File: config.mk
export PLATFORM = sky130hd
export DESIGN_NAME = irq_status_ctrl
export DESIGN_NICKNAME = d
export VERILOG_FILES = /design/src/rtl/irq_pkg.sv /design/src/rtl/irq_sticky_bank.sv /design/src/rtl/irq_enable_reg.sv /design/src/rtl/irq_pin_drive.sv /design/src/rtl/irq_status_ctrl.sv
export SDC_FILE = /design/constraint.sdc
export NUM_CORES = 1
export LEC_CHECK = 0
export ABC_AREA = 1
export BUFFER_PORTS_ARGS = -buffer_cell sky130_fd_sc_hd__buf_2
export CAP_MARGIN = 0
export CORE_MARGIN = 4
export CORE_UTILIZATION = 44
export CTS_CLUSTER_DIAMETER = 80
export DETAILED_ROUTE_END_ITERATION = 12
export GPL_ROUTABILITY_DRIVEN = 0
export PLACE_DENSITY_LB_ADDON = 0.1
export SLEW_MARGIN = 30
export SYNTH_ARGS = -nofsm -noshare
export SYNTH_HDL_FRONTEND = slang
export SYNTH_HIERARCHICAL = 1
export SYNTH_SLANG_ARGS = --single-unit
File: constraint.sdc
create_clock -name clk -period 1.6 [get_ports clk]
set_clock_uncertainty 0.1 [all_clocks]
set_input_delay 0.08 -clock clk [delete_from_list [all_inputs] [get_ports clk]]
set_output_delay 0.08 -clock clk [all_outputs]
set_load 0.03 [all_outputs]
File: src/rtl/irq_pkg.sv
package irq_pkg;
   // Upper bound on the number of event lines supported by one register word.
   localparam int unsigned MAX_EVT = 16;

   // How the pin is derived from the pending state.
   typedef enum bit {
      PIN_COMB = 1'b0,  // pin follows the registered state directly
      PIN_REG  = 1'b1   // one extra register stage before polarity
   } pin_mode_e;

   // Apply output polarity to an active-high pending flag.
   function automatic logic apply_pol(input logic active, input logic pol_high);
      return pol_high ? active : ~active;
   endfunction
endpackage

File: src/rtl/irq_sticky_bank.sv
module irq_sticky_bank #(
   parameter int unsigned N = 8
) (
   input  logic         clk,
   input  logic         rst_n,
   input  logic [N-1:0] evt_i,
   input  logic         clr_i,
   output logic [N-1:0] status_o
);
   for (genvar k = 0; k < N; k++) begin : g_bit
      logic st_q;
      always_ff @(posedge clk or negedge rst_n) begin
         if (!rst_n)          st_q <= 1'b0;
         else if (evt_i[k])   st_q <= 1'b1;  // new event wins over clear
         else if (clr_i)      st_q <= 1'b0;
      end
      assign status_o[k] = st_q;
   end
endmodule

File: src/rtl/irq_enable_reg.sv
module irq_enable_reg #(
   parameter int unsigned N = 8
) (
   input  logic         clk,
   input  logic         rst_n,
   input  logic         wr_en_i,
   input  logic [N-1:0] wr_val_i,
   output logic [N-1:0] en_o
);
   logic [N-1:0] en_q;
   always_ff @(posedge clk or negedge rst_n) begin
      if (!rst_n)       en_q <= '0;
      else if (wr_en_i) en_q <= wr_val_i;
   end
   assign en_o = en_q;
endmodule

File: src/rtl/irq_pin_drive.sv
module irq_pin_drive
   import irq_pkg::*;
#(
   parameter int unsigned N    = 8,
   parameter pin_mode_e   MODE = PIN_COMB
) (
   input  logic         clk,
   input  logic         rst_n,
   input  logic [N-1:0] status_i,
   input  logic [N-1:0] en_i,
   input  logic         pol_high_i,
   output logic         pin_o
);
   logic any_pending;
   logic active;

   assign any_pending = |(status_i & en_i);

   if (MODE == PIN_REG) begin : g_reg
      logic act_q;
      always_ff @(posedge clk or negedge rst_n) begin
         if (!rst_n) act_q <= 1'b0;
         else        act_q <= any_pending;
      end
      assign active = act_q;
   end else begin : g_comb
      assign active = any_pending;
   end

   assign pin_o = apply_pol(active, pol_high_i);
endmodule

File: src/rtl/irq_status_ctrl.sv
module irq_status_ctrl
   import irq_pkg::*;
#(
   parameter int unsigned NUM_EVT  = 8,
   parameter pin_mode_e   PIN_MODE = PIN_COMB,
   localparam int unsigned REG_W   = 2 * NUM_EVT
) (
   input  logic               clk,
   input  logic               rst_n,
   input  logic [NUM_EVT-1:0] evt_i,
   input  logic               wr_en_i,
   input  logic [REG_W-1:0]   wr_data_i,
   input  logic               rd_strobe_i,
   output logic [REG_W-1:0]   rd_data_o,
   input  logic               pol_high_i,
   output logic               irq_o
);
   if (NUM_EVT < 1 || NUM_EVT > MAX_EVT) begin : g_bad_width
      $error("irq_status_ctrl: NUM_EVT must be within 1..%0d", MAX_EVT);
   end

   logic [NUM_EVT-1:0] status;
   logic [NUM_EVT-1:0] enable;

   irq_sticky_bank #(.N(NUM_EVT)) u_bank (
      .clk      (clk),
      .rst_n    (rst_n),
      .evt_i    (evt_i),
      .clr_i    (rd_strobe_i),
      .status_o (status)
   );

   irq_enable_reg #(.N(NUM_EVT)) u_en (
      .clk      (clk),
      .rst_n    (rst_n),
      .wr_en_i  (wr_en_i),
      .wr_val_i (wr_data_i[REG_W-1:NUM_EVT]),
      .en_o     (enable)
   );

   irq_pin_drive #(.N(NUM_EVT), .MODE(PIN_MODE)) u_pin (
      .clk        (clk),
      .rst_n      (rst_n),
      .status_i   (status),
      .en_i       (enable),
      .pol_high_i (pol_high_i),
      .pin_o      (irq_o)
   );

   assign rd_data_o = {enable, status};
endmodule

# [Word level (Yosys, flattened, before mapping)]
# Index checks and enable logic that the tools add are counted.
[word_totals] ff_bits=16 input_bits=29 out_inout_bits=17 wordCells=30
[op_classes] muxes=10 bitwise_logic=2 reduce_logical=9
[ops] operator="2-bit nonzero test" n=8
[ops] operator="1-bit two-way mux" n=10
[ops] operator="8-bit AND" n=1
[ops] operator="8-bit OR reduction" n=1
[ops] operator="1-bit NOT" n=1

# [Longest topological paths before layout]
[depth] depth_word=4 ltp_mapped=7 ltp_nobuf=6

# [Hierarchy]
# The synthesis kept the hierarchy.
[modules_own_cells] mod="irq_sticky_bank" n_inst=1 cells_each=41 area_per_inst_um2=354.1 seq_area_each_um2=200.2
[modules_own_cells] mod="irq_enable_reg" n_inst=1 cells_each=34 area_per_inst_um2=305.3 seq_area_each_um2=200.2
[modules_own_cells] mod="irq_pin_drive" n_inst=1 cells_each=19 area_per_inst_um2=77.6 seq_area_each_um2=0.0

# [Worst setup path before layout]
# No wires, ideal clock.
[synth_timing] kind="register -> output" startpoint="register u_bank.g_bit[6].st_q" endpoint="output irq_o" arrival_time_ns=1.048 required_time_ns=1.420 path_slack_ns=0.372 stages_incl_launch_ff=7 path_buffers=1 cell_sequence="dfrtp_1 -> buf_4 -> nand2_1 -> nand2_1 -> nor2_2 -> nand3_1 -> nand2_1"
[synth_via] elab_chain_len=4
[synth_rtl] item="start: declaration" line="irq_sticky_bank.sv:11" rtl="logic st_q;"
[synth_rtl] item="start signal: assignment" line="irq_sticky_bank.sv:13" rtl="if (!rst_n) st_q <= 1'b0;"
[synth_rtl] item="start signal: assignment" line="irq_sticky_bank.sv:14" rtl="else if (evt_i[k]) st_q <= 1'b1;"
[synth_rtl] item="start signal: assignment" line="irq_sticky_bank.sv:15" rtl="else if (clr_i) st_q <= 1'b0;"
[synth_rtl] item="8-bit AND *" line="irq_pin_drive.sv:17" rtl="assign any_pending = |(status_i & en_i);"
[synth_rtl] item="8-bit OR reduction *" line="irq_pin_drive.sv:17"
[synth_rtl] item="1-bit NOT" line="irq_pkg.sv:13" rtl="return pol_high ? active : ~active;"
[synth_rtl] item="1-bit two-way mux *" line="irq_pkg.sv:13"
[synth_rtl] item="end: declaration" line="irq_status_ctrl.sv:16" rtl="output logic irq_o"
# Mark *: on every way between the ends. The rest lies on a longest branch, timed or not.

# [Worst setup path after layout]
# Same ends and word-level chain as after synthesis.

==> impl_metrics.ini <==
[layout]
area_growth_syn_to_layout_pct = 53.8
stdcell_count = 165
drive_gt1_share_pct = 29.5
nets = 180
layout_common_cells = nand2_1 (55), buf_2 (37), dlygate4sd3_1 (24)
seqCellArea_um2 = 400
layout_commonest_cell = nand2_1
n_antenna_cell = 0
multiInputGateArea_um2 = 224
final_util_pct = 73.5
nFillCells = 116

[yosys]
syn_area_per_cell_um2 = 7.84
synth_seq_cells = 16
yosysSeqAreaShare_pct = 54.3
synth_cell_types = 8
syn_nets = 123
netlist_instances = 94
syn_area_um2 = 737
yosysWarnings = 6

[min_path]
whs_path_depth = 3
min_to = u_en/en_o[0]
min_from = wr_en_i
hold_class = input port to flop

[die]
ios = 46
start_util_pct = 47.8
fp.dieH_um = 48.9
die_area_um2 = 2390
row_count = 14
core_region_area_um2 = 1540
die_x_um = 48.9

[worst_setup_path]
r2r_start = u_bank/g_bit[4].st_q
critPathArrivalTime_ns = 1.27
rrSetupSlack_ns = 0.30
crit_top_cell = nand2_1
cpMaxStageDelayCell = dfrtp_1
cp_max_fo = 3
reg2reg_depth = 3
worstPathCellList = nand2_1 -> nand2_1 -> nor2_2 -> nand3_1 -> nand2_1 -> buf_2
criticalPathCategory = flop to primary output
worstReg2RegEnd = u_bank/g_bit[4].st_q
cp-end-kind = primary output
crit_required_ns = 1.42
cp-start-kind = flop
crit_path_max_incr_delay_ns = 0.41

[timing]
hold_violations = 0
slew_viol_final = 0
fin_crit_sh_pct = 90.6
worstMarginPinSlew_ns = 0.348
fin_tns_setup_ns = 0
setup_viol = 0
slew_headroom_pct = 76.8
fmax_mhz = 690
grt_setup_unrepaired = false
final.min_clock_period_ns = 1.45

[route]
antenna_left = 0
wl_per_cell_um = 10.8
drt_iter0_drc = 11
via_count = 729
routed_wl_um = 1790
drt_pre_antenna_iters = 4
drcViolationCount = 0
viasPerCell = 4.42

[global_routing]
track_usage_pct = 16.9
met1_usage_pct = 18.7
grt_pass1_wl_um = 3240
use_met2_pct = 30.4
antenna_found_initial = 0
grt_pass1_vias = 731
grt-busiest-layer = met2
grt-ovfl-total = 0
grt_max_degree = 17
gr-usage-met3_pct = 5.20

[clock_tree]
clk_pin_slew_ns = 0.08
ctsLongestPathBuffers = 2
cts_sinks = 16
cts_resized = 0
numCtsBuffers = 3
root_buffer = clkbuf_4
clock_latency_ns = 0.28
cts_tree = yes
cts_htree_levels = 1
post_cts_buffers = 0
holdBufCountCts = 24

[status]
outcome = complete, no violations

[power]
peakVddDrop_mv = 0.503
leakage_nw = 0.654
power_density_nw_per_um2 = 813

[placed_design]
io_buffers = 37
dp.cells = 138
place_hpwl_um = 1210

[job]
drv_cap = 0
-- flip-flops by register name, indices dropped and copies added (netlist names) --
name	count
u_en/en_o	8
u_bank/g_bit.st_q	8
-- per-layer routing --
| metal | share of wire, % | vias to the layer above |
|---|---|---|
| met2 | 50 | 37 |
| li1 | - | 375 |
| met3 | 8.1 | 4 |
| met1 | 41 | 313 |
| met5 | 0 | - |
| met4 | 0.95 | 0 |
-- power by group --
part	switching, mW	internal, mW	leakage [nW]
Clock	0.117	0.0873	0.0138
Combinational	0.149	0.108	0.457
Sequential	0.0250	0.436	0.184
-- final cells by class --
class / count / share of cell area (%)
clock buffer: 3 / 1.99
sequential: 16 / 35.3
timing repair buffer: 61 / 37.5
inverter: 11 / 3.64
multi-input combinational: 58 / 19.8
tap: 16 / 1.77
-- worst max-delay path by stage --
stage / end / slack (ns) / cells past startpoint / from
3_5_place_dp: irq_o / 0.46 / 6 / u_bank/g_bit[6].st_q
2_1_floorplan: irq_o / 0.37 / 6 / u_bank/g_bit[6].st_q
5_1_grt: irq_o / 0.04 / 7 / u_bank/g_bit[1].st_q
3_3_place_gp: irq_o / 0.47 / 6 / u_bank/g_bit[6].st_q
4_1_cts: irq_o / 0.14 / 6 / u_bank/g_bit[6].st_q
6_report: irq_o / 0.15 / 6 / u_bank/g_bit[6].st_q
-- kinds of logic after synthesis --
group	synth area share, %
DFF	54.3
and+or+nand+nor	30.4
buffers and inverters	15.3
-- synthesized netlist by cell type --
master	n	area, µm²
nand3_1	1	5.00
nor2_2	2	12.5
nand2_1	55	206
inv_2	2	7.51
buf_6	1	11.3
inv_1	9	33.8
dfrtp_1	16	400
buf_4	8	60.1
-- metrics by stage --
stage          worst slack, ns  total power, mW  hold slack, ns  cell area [µm²]
2_1_floorplan            0.372            0.617          -0.316              737
3_3_place_gp             0.468            0.672         -0.0917              871
3_5_place_dp             0.458            0.676         -0.0894              871
4_1_cts                  0.139            0.929         0.00290             1130
5_1_grt                 0.0432            0.986         0.00577             1130
6_report                 0.150            0.921          0.0133             1130
-- worst max-delay path, delay by kind of cell, from the launching register on --
family | cells | cell delay (ns)
buffers and inverters | 1 | 0.19
flip-flops | 1 | 0.41
AND/OR/NAND/NOR | 5 | 0.39
(Power assumes the default switching activity.)
